### src/rtl/ipa_xlate_pkg.sv
package ipa_xlate_pkg;

    // Walker sequencing: one table level per request/wait pair
    typedef enum logic [2:0] {
        ST_IDLE,
        ST_L1_REQ,
        ST_L1_WAIT,
        ST_L2_REQ,
        ST_L2_WAIT,
        ST_RESP
    } walk_st_e;

endpackage

### src/rtl/ipa_xlate_cache.sv
module ipa_xlate_cache #(
    parameter int ENTRIES = 4,
    parameter int VPN_W   = 20,
    parameter int PPN_W   = 20
) (
    input  logic             clk,
    input  logic             rst_n,
    input  logic [VPN_W-1:0] lk_vpn,
    output logic             lk_hit,
    output logic [PPN_W-1:0] lk_ppn,
    input  logic             ins_en,
    input  logic [VPN_W-1:0] ins_vpn,
    input  logic [PPN_W-1:0] ins_ppn,
    input  logic             flush
);
    localparam int PTR_W = (ENTRIES > 1) ? $clog2(ENTRIES) : 1;
    localparam logic [PTR_W-1:0] LAST = PTR_W'(ENTRIES - 1);

    typedef struct packed {
        logic [ENTRIES-1:0]            vld;
        logic [ENTRIES-1:0][VPN_W-1:0] vpn;
        logic [ENTRIES-1:0][PPN_W-1:0] ppn;
        logic [PTR_W-1:0]              ptr;
    } cache_t;

    cache_t s_d, s_q;

    logic [ENTRIES-1:0] match;
    logic               has_free;
    logic [PTR_W-1:0]   free_idx;

    // Per-entry tag compare
    for (genvar g = 0; g < ENTRIES; g++) begin : g_cmp
        assign match[g] = s_q.vld[g] && (s_q.vpn[g] == lk_vpn);
    end

    assign lk_hit = |match;

    always_comb begin
        lk_ppn = '0;
        for (int i = 0; i < ENTRIES; i++) begin
            if (match[i]) lk_ppn = lk_ppn | s_q.ppn[i];
        end
    end

    // Lowest-numbered empty slot
    always_comb begin
        has_free = 1'b0;
        free_idx = '0;
        for (int i = ENTRIES - 1; i >= 0; i--) begin
            if (!s_q.vld[i]) begin
                has_free = 1'b1;
                free_idx = PTR_W'(i);
            end
        end
    end

    always_comb begin
        s_d = s_q;
        if (flush) begin
            s_d.vld = '0;
        end else if (ins_en) begin
            if (has_free) begin
                s_d.vld[free_idx] = 1'b1;
                s_d.vpn[free_idx] = ins_vpn;
                s_d.ppn[free_idx] = ins_ppn;
            end else begin
                s_d.vpn[s_q.ptr] = ins_vpn;
                s_d.ppn[s_q.ptr] = ins_ppn;
                s_d.ptr = (s_q.ptr == LAST) ? '0 : s_q.ptr + 1'b1;
            end
        end
    end

    always_ff @(posedge clk) begin
        if (!rst_n) s_q <= '0;
        else        s_q <= s_d;
    end

endmodule

### src/rtl/ipa_xlate_walker.sv
module ipa_xlate_walker
    import ipa_xlate_pkg::*;
#(
    parameter int VA_W  = 32,
    parameter int L1_W  = 10,
    parameter int L2_W  = 10,
    parameter int OFF_W = 12
) (
    input  logic                  clk,
    input  logic                  rst_n,
    input  logic                  req_valid,
    input  logic [VA_W-1:0]       req_addr,
    output logic                  req_ready,
    input  logic                  lk_hit,
    input  logic [VA_W-OFF_W-1:0] lk_ppn,
    input  logic [VA_W-OFF_W-1:0] base_pn,
    input  logic                  kill,
    output logic                  mem_req_valid,
    output logic [VA_W-1:0]       mem_req_addr,
    input  logic                  mem_rsp_valid,
    input  logic [VA_W-1:0]       mem_rsp_data,
    output logic                  ins_en,
    output logic [VA_W-OFF_W-1:0] ins_vpn,
    output logic [VA_W-OFF_W-1:0] ins_ppn,
    output logic                  rsp_valid,
    output logic                  rsp_fault,
    output logic [VA_W-1:0]       rsp_addr
);
    localparam int PN_W   = VA_W - OFF_W;
    localparam int L1_LSB = VA_W - L1_W;
    localparam int L2_LSB = OFF_W;

    typedef struct packed {
        walk_st_e        st;
        logic [VA_W-1:0] va;
        logic [PN_W-1:0] tbl_pn;
        logic [VA_W-1:0] res;
        logic            fault;
        logic            stale;
    } wk_t;

    wk_t s_d, s_q;

    logic [L1_W-1:0]  idx1;
    logic [L2_W-1:0]  idx2;
    logic [OFF_W-1:0] off;
    logic [PN_W-1:0]  rsp_pn;
    logic             word_ok;

    assign idx1    = s_q.va[L1_LSB +: L1_W];
    assign idx2    = s_q.va[L2_LSB +: L2_W];
    assign off     = s_q.va[OFF_W-1:0];
    assign rsp_pn  = mem_rsp_data[VA_W-1:OFF_W];
    assign word_ok = mem_rsp_data[0];

    always_comb begin
        s_d           = s_q;
        mem_req_valid = 1'b0;
        mem_req_addr  = '0;
        ins_en        = 1'b0;
        ins_vpn       = s_q.va[VA_W-1:OFF_W];
        ins_ppn       = rsp_pn;
        unique case (s_q.st)
            ST_IDLE: begin
                if (req_valid) begin
                    s_d.va    = req_addr;
                    s_d.stale = 1'b0;
                    if (lk_hit) begin
                        s_d.res   = {lk_ppn, req_addr[OFF_W-1:0]};
                        s_d.fault = 1'b0;
                        s_d.st    = ST_RESP;
                    end else begin
                        s_d.st = ST_L1_REQ;
                    end
                end
            end
            ST_L1_REQ: begin
                mem_req_valid = 1'b1;
                mem_req_addr  = {base_pn, {OFF_W{1'b0}}} + VA_W'({idx1, 2'b00});
                s_d.st        = ST_L1_WAIT;
            end
            ST_L1_WAIT: begin
                if (mem_rsp_valid) begin
                    if (word_ok) begin
                        s_d.tbl_pn = rsp_pn;
                        s_d.st     = ST_L2_REQ;
                    end else begin
                        s_d.res   = '0;
                        s_d.fault = 1'b1;
                        s_d.st    = ST_RESP;
                    end
                end
            end
            ST_L2_REQ: begin
                mem_req_valid = 1'b1;
                mem_req_addr  = {s_q.tbl_pn, {OFF_W{1'b0}}} + VA_W'({idx2, 2'b00});
                s_d.st        = ST_L2_WAIT;
            end
            ST_L2_WAIT: begin
                if (mem_rsp_valid) begin
                    s_d.st = ST_RESP;
                    if (word_ok) begin
                        s_d.res   = {rsp_pn, off};
                        s_d.fault = 1'b0;
                        ins_en    = !s_q.stale;
                    end else begin
                        s_d.res   = '0;
                        s_d.fault = 1'b1;
                    end
                end
            end
            ST_RESP: begin
                s_d.st = ST_IDLE;
            end
            default: begin
                s_d.st = ST_IDLE;
            end
        endcase
        // A flush seen mid-walk keeps this walk's mapping out of the cache
        if (kill && (s_q.st != ST_IDLE)) s_d.stale = 1'b1;
    end

    always_ff @(posedge clk) begin
        if (!rst_n) s_q <= '{st: ST_IDLE, default: '0};
        else        s_q <= s_d;
    end

    assign req_ready = (s_q.st == ST_IDLE);
    assign rsp_valid = (s_q.st == ST_RESP);
    assign rsp_fault = s_q.fault;
    assign rsp_addr  = s_q.res;

endmodule

### src/rtl/ipa_xlate.sv
module ipa_xlate #(
    parameter int VA_W    = 32,
    parameter int L1_W    = 10,
    parameter int L2_W    = 10,
    parameter int OFF_W   = 12,
    parameter int ENTRIES = 4
) (
    input  logic            clk,
    input  logic            rst_n,
    input  logic            req_valid,
    input  logic [VA_W-1:0] req_addr,
    output logic            req_ready,
    output logic            rsp_valid,
    output logic            rsp_fault,
    output logic [VA_W-1:0] rsp_addr,
    input  logic            base_we,
    input  logic [VA_W-1:0] base_wdata,
    input  logic            flush,
    output logic            mem_req_valid,
    output logic [VA_W-1:0] mem_req_addr,
    input  logic            mem_rsp_valid,
    input  logic [VA_W-1:0] mem_rsp_data
);
    localparam int PN_W = VA_W - OFF_W;

    typedef struct packed {
        logic [PN_W-1:0] base_pn;
    } top_t;

    top_t s_d, s_q;

    logic            kill;
    logic            lk_hit;
    logic [PN_W-1:0] lk_ppn;
    logic            ins_en;
    logic [PN_W-1:0] ins_vpn;
    logic [PN_W-1:0] ins_ppn;
    logic            unused_bits;

    assign kill        = flush | base_we;
    assign unused_bits = ^{base_wdata[OFF_W-1:0], mem_rsp_data[OFF_W-1:1]};

    always_comb begin
        s_d = s_q;
        if (base_we) s_d.base_pn = base_wdata[VA_W-1:OFF_W];
    end

    always_ff @(posedge clk) begin
        if (!rst_n) s_q <= '0;
        else        s_q <= s_d;
    end

    ipa_xlate_cache #(
        .ENTRIES (ENTRIES),
        .VPN_W   (PN_W),
        .PPN_W   (PN_W)
    ) u_cache (
        .clk     (clk),
        .rst_n   (rst_n),
        .lk_vpn  (req_addr[VA_W-1:OFF_W]),
        .lk_hit  (lk_hit),
        .lk_ppn  (lk_ppn),
        .ins_en  (ins_en),
        .ins_vpn (ins_vpn),
        .ins_ppn (ins_ppn),
        .flush   (kill)
    );

    ipa_xlate_walker #(
        .VA_W  (VA_W),
        .L1_W  (L1_W),
        .L2_W  (L2_W),
        .OFF_W (OFF_W)
    ) u_walk (
        .clk           (clk),
        .rst_n         (rst_n),
        .req_valid     (req_valid),
        .req_addr      (req_addr),
        .req_ready     (req_ready),
        .lk_hit        (lk_hit),
        .lk_ppn        (lk_ppn),
        .base_pn       (s_q.base_pn),
        .kill          (kill),
        .mem_req_valid (mem_req_valid),
        .mem_req_addr  (mem_req_addr),
        .mem_rsp_valid (mem_rsp_valid),
        .mem_rsp_data  (mem_rsp_data),
        .ins_en        (ins_en),
        .ins_vpn       (ins_vpn),
        .ins_ppn       (ins_ppn),
        .rsp_valid     (rsp_valid),
        .rsp_fault     (rsp_fault),
        .rsp_addr      (rsp_addr)
    );

endmodule

### config.mk
export PLATFORM = sky130hd
export DESIGN_NAME = ipa_xlate
export DESIGN_NICKNAME = d
export VERILOG_FILES = /design/src/rtl/ipa_xlate_pkg.sv /design/src/rtl/ipa_xlate_cache.sv /design/src/rtl/ipa_xlate_walker.sv /design/src/rtl/ipa_xlate.sv
export SDC_FILE = /design/constraint.sdc
export NUM_CORES = 1
export LEC_CHECK = 0
export BUFFER_PORTS_ARGS = -buffer_cell sky130_fd_sc_hd__buf_2
export CELL_PAD_IN_SITES_DETAIL_PLACEMENT = 0
export CELL_PAD_IN_SITES_GLOBAL_PLACEMENT = 1
export CORE_UTILIZATION = 48
export CTS_CLUSTER_DIAMETER = 100
export CTS_CLUSTER_SIZE = 12
export DETAILED_ROUTE_END_ITERATION = 12
export GPL_TIMING_DRIVEN = 0
export PLACE_DENSITY = 0.95
export SETUP_SLACK_MARGIN = 0.3
export SYNTH_ARGS = -nofsm -noshare
export SYNTH_HDL_FRONTEND = slang
export SYNTH_HIERARCHICAL = 1
export SYNTH_SLANG_ARGS = --single-unit
### constraint.sdc
create_clock -name clk -period 8.99 [get_ports clk]
set_clock_uncertainty 0.2 [all_clocks]
set_input_delay 1.798 -clock clk [delete_from_list [all_inputs] [get_ports clk]]
set_output_delay 1.798 -clock clk [all_outputs]
set_load 0.02 [all_outputs]
==> flow_metrics.py, run 1 <==
metrics = {
    "critical_path": {
        "worstReg2RegStart": "u_cache/s_q[141]",
        "arrival_ps": 5600,
        "worst-endpoint-required_ps": 9220,
        "rrSetupSlack_ps": 4960,
        "crit_path_start": "req_addr[27]",
        "cp_max_fo": 10,
        "critPathLaunchType": "primary input",
        "reg2reg_depth": 11,
        "critPathCaptureType": "register",
        "r2r-end": "u_walk/rsp_addr[27]",
        "path_class": "primary input to register",
    },
    "detailed_routing": {
        "wire_per_inst_um": 19.8,
        "vias_per_cell": 5.73,
        "totalWireLength_mm": 43.9,
        "vias": 12700,
        "ant_nets": 0,
        "first_pass_iters": 5,
        "drc": 0,
        "drt_iter0_drc": 1233,
    },
    "timing": {
        "fin_crit_sh_pct": 59.7,
        "finalCriticalPeriod_ps": 5370,
        "maxClockFrequency_mhz": 186,
        "finalSetupViolCount": 0,
        "slew_violations": 0,
        "tns_ps": 0,
        "hold_viol": 0,
        "worst_slew_pin_slew_ps": 1100,
        "rsz0062_at_grt": "false",
        "max_slew_margin_pct": 26.1,
        "finalWorstSetupSlack_ps": 3620,
    },
    "floorplanning": {
        "start_util_pct": 48.7,
        "die_area_mm2": 0.0298,
        "io_pins": 170,
        "core_mm2": 0.0287,
        "die_w_um": 173,
        "die_h_um": 173,
        "rows": 62,
    },
    "global_routing": {
        "grt_overflow": 0,
        "track_usage_pct": 28.6,
        "grt_max_degree": 13,
        "grt_pass1_vias": 11800,
        "grt_pass1_wl_mm": 67.1,
        "antenna_found_initial": 1,
    },
    "placed_design": {
        "dp_hpwl_mm": 32.4,
        "dpl_worst_slack_ps": 3350,
        "io_buffer_count": 142,
        "place.gp.congestion": 0.882,
    },
    "cells_and_area": {
        "final_layout_size_suffix_gt1_share_pct": 17.9,
        "n_fill_cell": 2684,
        "syn2layout_area_growth_pct": 13.4,
        "utilization_pct": 55.3,
        "final_nets": 1940,
    },
    "worst_hold_path": {
        "min_path_cells": 2,
        "holdPathEnd": "u_walk/off[11]",
        "hp-class": "register to register",
        "worstHoldStart": "u_walk/off[11]",
    },
    "logic_synthesis": {
        "ys_seq_elements": 275,
        "netlist_area_mm2": 0.0140,
        "ys.warnings.count": 6,
        "avgSynthCellArea_um2": 8.41,
        "ys.flop_type": "dfxtp_1",
        "synth.distinct_cells": 60,
        "synth_cells": 1663,
        "async_flop_share_pct": 0,
        "seq_area_frac_synth_pct": 39.4,
        "synth_edf_count": 0,
    },
    "pwr": {
        "p_leak_uw": 0.00605,
        "share_seq_of_total_power_pct": 49.4,
        "p_sw_uw": 659,
        "combinationalPowerShare_pct": 12.0,
        "internal-power_uw": 1890,
        "switching_share_pct": 25.9,
        "ir_worst_vdd_uv": 120,
        "clockPowerShare_pct": 38.6,
        "cellPowerDensity_mw_per_mm2": 161,
    },
    "clock_network": {
        "path_clk_slew_ps": 60,
        "clk-insertion-delay-late_ps": 540,
        "cts_tree": "yes",
        "numCtsBuffers": 26,
        "cts_max_level": 1,
        "hold_buffers": 0,
        "cts.sinks": 275,
        "post_cts_buffers": 0,
        "clk_path_buf_depth": 3,
        "cts.repair.resized": 0,
        "cts-root-buf": "clkbuf_16",
    },
    "job": {
        "max_cap_violations": 0,
    },
    "run_status": {
        "outcome": "completed",
    },
}
cell usage in the layout (no fill, tap or decap), types with 55 or more instances in the layout:
master / instances
buf_2: 184
nand3_1: 60
xnor2_1: 55
dfxtp_1: 275
buf_4: 86
nand2_1: 397
nor2b_1: 59
nand4_1: 72
clkbuf_1: 84
a21boi_0: 162
cells in the mapped netlist, types with 13 or more instances:
cell type | instances | area share, %
a21boi_0 | 162 | 8.7
a21boi_1 | 30 | 1.6
a21oi_1 | 19 | 0.68
a22o_1 | 30 | 1.9
a22oi_1 | 16 | 0.86
a32oi_1 | 13 | 0.81
and2_1 | 22 | 0.98
buf_2 | 42 | 1.5
buf_4 | 86 | 4.6
clkbuf_1 | 83 | 2.2
dfxtp_1 | 275 | 39
mux2i_1 | 44 | 3.1
nand2_1 | 397 | 11
nand3_1 | 60 | 2.1
nand4_1 | 72 | 3.2
nor2_1 | 24 | 0.64
nor2b_1 | 59 | 2.6
o221a_1 | 14 | 1.1
o221ai_1 | 16 | 1.0
xnor2_1 | 55 | 3.4
how the worst max path moves through the flow:
stage / end
final: u_walk/rsp_addr[27]
after global routing: u_walk/rsp_addr[27]
after CTS: u_walk/rsp_addr[29]
after detailed placement: u_walk/rsp_addr[29]
after global placement: u_walk/rsp_addr[27]
after floorplan: u_walk/rsp_addr[26]
worst max-delay path: stages:
cell      delay, ps
buf_2           110
clkbuf_1        400
xnor2_1         170
nand4_1         140
nor4_1          960
buf_2           410
nand3_1         130
nand3_1         190
nand2b_1         90
a21oi_2         300
clkbuf_1        480
o221ai_1        190
o221a_1         230
power by group through the flow:
stage                     Sequential (uW)  Combinational [uW]  Clock (uW)
after floorplan                      1280                 197           0
after global placement               1280                 298           0
after detailed placement             1290                 301           0
after CTS                            1260                 302         993
after global routing                 1260                 326        1040
final                                1260                 307         983
kinds of logic after synthesis:
| family | Yosys count | share of synthesized area [%] |
|---|---|---|
| simple gates | 672 | 22.6 |
| compound gates | 355 | 19.8 |
| flops | 275 | 39.4 |
| buf+inv | 238 | 9.75 |
| xor+xnor | 74 | 5.01 |
| mux | 44 | 3.15 |
| fa+ha+maj | 4 | 0.358 |
| other cells | 1 | 0.0268 |
registers in the layout, indices dropped and copies added (netlist names):
register / count
u_walk/off: 12
u_cache/s_q: 166
u_walk/rsp_fault: 1
u_walk/rsp_addr: 32
u_walk/ins_vpn: 20
s_q: 20
u_walk/s_q: 24
cell type report:
class / instances / area [um2] / area share [%]
Inverter: 12 / 45.0 / 0.284
Antenna cell: 1 / 2.50 / 0.0158
Clock buffer: 28 / 679 / 4.28
Timing Repair Buffer: 142 / 711 / 4.48
Sequential cell: 275 / 5510 / 34.7
Tap cell: 384 / 480 / 3.03
Buffer: 226 / 1320 / 8.31
Multi-Input combinational cell: 1151 / 7120 / 44.9
stage by stage:
stage / total power [uW] / cells / instance area (um2) / hold WS, ps
final: 2550 / 2219 / 15900 / 256
after global routing: 2630 / 2219 / 15900 / 279
after CTS: 2550 / 2218 / 15900 / 257
after detailed placement: 1590 / 2190 / 15200 / 247
after global placement: 1580 / 2190 / 15200 / 241
after floorplan: 1480 / 1664 / 14000 / 235
per-layer routing:
metal | track usage, % | vias to the layer above | wire [um]
li1 | - | 5986 | -
met1 | 38.5 | 6023 | 19100
met2 | 45.1 | 571 | 19400
met3 | 4.51 | 129 | 3320
met4 | 13.2 | 0 | 2100
met5 | 0 | - | 0
Note: power is estimated with default switching activity, not from simulation.
==> run 2, diff against run 1 <==
- CORE_UTILIZATION: 48 -> 44
- PLACE_DENSITY: 0.95 -> 0.9
- clock period: 8.99 -> 5.6 ns (I/O delays scaled with it)
==> run 2 against run 1 <==
Clock power up 60%. Core utilization down 3.9 points. Power grew 60%. Critical endpoint is now u_walk/rsp_addr[28]. Flip-flop and latch count did not move. Combinational power grew 62%. Worst hold slack better by 4.1 ps. Cell count grew 0.54%.
==> flow_metrics.py, run 2 (synthesized netlist as in run 1, its figures left out) <==
metrics = {
    "global_routing": {
        "grt_overflow": 0,
        "antenna_found_initial": 1,
        "grt_max_degree": 13,
        "grt_pass1_wl_mm": 68.7,
        "track_usage_pct": 27.0,
        "grt_pass1_vias": 11900,
    },
    "timing": {
        "tns_ps": 0,
        "fin_crit_sh_pct": 85.3,
        "hold_viol": 0,
        "rsz0062_at_grt": "false",
        "slew_violations": 0,
        "finalCriticalPeriod_ps": 4780,
        "finalSetupViolCount": 0,
        "maxClockFrequency_mhz": 209,
        "finalWorstSetupSlack_ps": 821,
        "max_slew_margin_pct": 19.7,
        "worst_slew_pin_slew_ps": 1190,
    },
    "critical_path": {
        "critPathMaxStageDelay_ps": 1040,
        "worst-endpoint-required_ps": 5830,
        "cp.buffers_inverters": 4,
        "crit_path_top_delay_cell": "nor4_1",
        "rrSetupSlack_ps": 1370,
        "path_class": "primary input to register",
        "reg2reg_depth": 11,
        "crit_path_cell_trace": "buf_2, clkbuf_2, xnor2_1, nand4_1, nor4_1, buf_2, nand3_1, nand3_1, nand2b_1, a21oi_2, clkbuf_1, o221ai_1, o221a_1",
        "arrival_ps": 5000,
        "cp_max_fo": 10,
        "critPathCaptureType": "register",
        "cpLargestDelayFamily": "simple AND/OR/NAND/NOR gates",
        "cp.depth": 13,
        "worstReg2RegStart": "u_cache/s_q[141]",
        "r2r-end": "u_walk/rsp_addr[28]",
        "critPathLaunchType": "primary input",
        "crit_path_start": "req_addr[31]",
    },
    "detailed_routing": {
        "first_pass_iters": 6,
        "drc": 0,
        "vias_per_cell": 5.73,
        "wire_per_inst_um": 20.2,
        "vias": 12800,
        "totalWireLength_mm": 45.0,
        "drt_iter0_drc": 1136,
        "ant_nets": 0,
    },
    "placed_design": {
        "place.gp.congestion": 0.899,
        "dp_hpwl_mm": 33.2,
        "dpl_worst_slack_ps": 479,
        "io_buffer_count": 142,
    },
    "pwr": {
        "cellPowerDensity_mw_per_mm2": 258,
        "p_leak_uw": 0.00605,
        "ir_worst_vdd_uv": 223,
    },
    "floorplanning": {
        "die_h_um": 180,
        "die_area_mm2": 0.0325,
        "rows": 64,
        "core_mm2": 0.0309,
        "die_w_um": 180,
        "io_pins": 170,
        "start_util_pct": 45.3,
    },
    "cells_and_area": {
        "largest_reg_flops": 166,
        "final_layout_size_suffix_gt1_share_pct": 17.9,
        "largest_register": "u_cache/s_q",
        "final_nets": 1940,
        "syn2layout_area_growth_pct": 13.5,
        "final_common_cell": "nand2_1",
        "mostFrequentLayoutCells": "397 x nand2_1, 275 x dfxtp_1, 184 x buf_2",
    },
    "clock_network": {
        "cts-root-buf": "clkbuf_16",
        "numCtsBuffers": 26,
        "path_clk_slew_ps": 60,
        "post_cts_buffers": 0,
        "cts_tree": "yes",
        "clk_path_buf_depth": 3,
        "hold_buffers": 0,
        "cts.sinks": 275,
        "cts.repair.resized": 0,
        "cts_max_level": 1,
        "clk-insertion-delay-late_ps": 540,
    },
    "worst_hold_path": {
        "worstHoldStart": "u_walk/off[3]",
        "min_path_cells": 2,
        "hp-class": "register to register",
        "holdPathEnd": "u_walk/off[3]",
    },
    "job": {
        "max_cap_violations": 0,
    },
    "run_status": {
        "outcome": "completed",
    },
}
## run 2: cell counts in the layout (fill, tap and decap cells not counted)
No cell type changed its count.
## run 2: report_power, final
part | switching, uW | internal (uW)
clock | 728 | 844
combinational | 301 | 195
sequential | 28.4 | 1990
total | 1060 | 3030
## run 2: area by class of cell
class / instances / area (um2)
diodes: 1 / 2.50
plain buffers: 226 / 1320
clock buffers: 28 / 679
fillers: 2999 / 15000
inverters: 12 / 45.0
multi-input cells: 1151 / 7120
flip-flops and latches: 275 / 5510
well taps: 396 / 495
repair buffers: 142 / 711
## run 2: how the worst max path moves through the flow
stage	to	slack [ps]
5_1_grt	u_walk/rsp_addr[10]	660
2_1_floorplan	u_walk/rsp_addr[26]	2060
3_5_place_dp	u_walk/rsp_addr[28]	480
3_3_place_gp	u_walk/rsp_addr[27]	430
6_report	u_walk/rsp_addr[28]	820
4_1_cts	u_walk/rsp_addr[27]	1030
## run 2: metal layers
layer / global-route usage [%] / vias up / wire (um)
met4: 12.4 / 0 / 2120
li1: - / 5990 / -
met1: 36.5 / 6106 / 19500
met3: 4.02 / 117 / 3390
met2: 42.5 / 566 / 20000
met5: 0 / - / 0
## run 2: tightest hold or removal path, stage by stage (launching register included)
cell	delay, ps
dfxtp_1	310
nand2_1	50
a21boi_1	50
## run 2: metrics by stage
step | hold slack, ps | total power [uW] | util [%] | area, um2 | instances
floorplan | 235 | 2370 | - | 14000 | 1664
global placement | 241 | 2550 | 49.2 | 15200 | 2202
detailed placement | 248 | 2550 | 49.2 | 15200 | 2202
CTS | 257 | 4110 | 51.4 | 15900 | 2230
global route | 279 | 4230 | 51.4 | 15900 | 2231
finish | 260 | 4090 | 51.4 | 15900 | 2231
==> run 3, diff against run 2 <==
- CORE_MARGIN: not set -> 3
- CORE_UTILIZATION: 44 -> 40
- PLACE_DENSITY: 0.9 -> 0.87
- clock period: 5.6 -> 4.2 ns (I/O delays scaled with it)
==> run 3 against run 2 <==
Die area is 15% higher. Combinational power up 33%. Register-to-register slack got worse by 810 ps. Sequential power grew 34%. Critical path type unchanged. Highest routed layer unchanged.
==> flow_metrics.py, run 3 (synthesized netlist as in run 1, its figures left out) <==
metrics = {
    "placed_design": {
        "place.gp.congestion": 0.905,
        "io_buffer_count": 142,
        "dp_cells": 2254,
        "dp_hpwl_mm": 34.4,
    },
    "global_routing": {
        "grt_pass1_wl_mm": 69.5,
        "grt_overflow": 0,
        "grt_max_degree": 13,
        "antenna_found_initial": 0,
        "grt_pass1_vias": 12100,
        "track_usage_pct": 23.9,
    },
    "cells_and_area": {
        "largest_register": "u_cache/s_q",
        "n_antenna_cell": 0,
        "mostFrequentLayoutCells": "397 x nand2_1, 275 x dfxtp_1, 184 x buf_2",
        "final_common_cell": "nand2_1",
        "syn2layout_area_growth_pct": 14.2,
        "instances_no_fill": 2282,
        "final_nets": 1940,
        "final_layout_size_suffix_gt1_share_pct": 18.2,
        "largest_reg_flops": 166,
    },
    "clock_network": {
        "cts_max_level": 1,
        "clk_path_buf_depth": 3,
        "cts_tree": "yes",
        "clk-insertion-delay-late_ps": 530,
        "path_clk_slew_ps": 60,
        "cts.sinks": 275,
        "post_cts_buffers": 0,
        "cts-root-buf": "clkbuf_16",
        "numCtsBuffers": 26,
        "hold_buffers": 0,
    },
    "floorplanning": {
        "die_area_mm2": 0.0372,
        "io_pins": 170,
        "rows": 67,
        "start_util_pct": 41.1,
        "die_w_um": 193,
        "die_h_um": 193,
        "core_mm2": 0.0340,
    },
    "critical_path": {
        "critPathLaunchType": "primary input",
        "reg2reg_depth": 11,
        "critPathCaptureType": "register",
        "worst-endpoint-required_ps": 4420,
        "crit_path_start": "req_addr[23]",
        "arrival_ps": 3920,
        "r2r-end": "u_walk/rsp_addr[27]",
        "rrSetupSlack_ps": 560,
        "worstReg2RegStart": "u_cache/s_q[164]",
        "path_class": "primary input to register",
        "cp_max_fo": 10,
        "crit_path_end": "u_walk/rsp_addr[27]",
    },
    "timing": {
        "maxClockFrequency_mhz": 270,
        "hold_viol": 0,
        "tns_ps": 0,
        "slew_violations": 0,
        "timing.hold.ws_ps": 257,
        "max_slew_margin_pct": 43.2,
        "worst_slew_pin_slew_ps": 853,
        "finalSetupViolCount": 0,
        "rsz0062_at_grt": "false",
        "fin_crit_sh_pct": 88.2,
        "finalCriticalPeriod_ps": 3700,
    },
    "detailed_routing": {
        "ant_nets": 0,
        "drc": 0,
        "first_pass_iters": 5,
        "totalWireLength_mm": 45.8,
        "vias": 12800,
        "wire_per_inst_um": 20.1,
        "drt_iter0_drc": 1035,
        "vias_per_cell": 5.60,
    },
    "worst_hold_path": {
        "hp-class": "register to register",
    },
    "pwr": {
        "cellPowerDensity_mw_per_mm2": 341,
        "p_total_uw": 5450,
        "p_leak_uw": 0.00607,
        "ir_worst_vdd_uv": 285,
    },
    "run_status": {
        "outcome": "completed",
    },
    "job": {
        "max_cap_violations": 0,
    },
}
run 3: routing by layer:
metal	global-route usage [%]	wire (um)
met4	8.62	1660
met1	32.7	20100
met3	3.45	3510
met5	0	0
met2	38.6	20600
run 3: worst min-delay path by stage:
stage | start | endpoint | slack (ps) | cells after the start
2_1_floorplan | u_cache/s_q[30] | u_cache/s_q[30] | 240 | 2
3_3_place_gp | u_cache/s_q[30] | u_cache/s_q[30] | 240 | 2
3_5_place_dp | u_walk/off[4] | u_walk/off[4] | 250 | 2
4_1_cts | u_walk/off[4] | u_walk/off[4] | 260 | 2
5_1_grt | u_walk/off[1] | u_walk/off[1] | 280 | 2
6_report | u_cache/s_q[30] | u_cache/s_q[30] | 260 | 2
run 3: through the flow:
step | util (%) | setup WS, ps | area [um2]
finish | 46.9 | 496 | 16000
global route | 46.9 | 333 | 16000
CTS | 46.9 | 362 | 16000
detailed placement | 44.8 | -561 | 15300
global placement | 44.8 | -546 | 15300
floorplan | - | 938 | 14000
run 3: area by class of cell:
class                   instances  area [um2]
fillers                      3393       18100
multi-input cells            1151        7140
flip-flops and latches        275        5510
plain buffers                 226        1320
repair buffers                142         711
clock buffers                  28         679
well taps                     448         561
inverters                      12        45.0
run 3: timing repair:
item,4_1_cts,5_1_grt
gates resized for setup,3,5
endpoints found under the setup margin,30,30
pin swaps,0,0
run 3: power by group:
group	internal [uW]	switching, uW
registers	2660	39.1
logic	260	402
clock network	1130	964
total	4050	1410
run 3: worst max-delay path: stages:
cell	delay, ps
buf_2	110
buf_2	190
xor2_1	190
nor4_2	590
clkbuf_1	500
nand3_1	170
nand3_1	200
nand2b_1	100
a21oi_2	300
clkbuf_2	350
o221ai_1	160
o221a_1	230
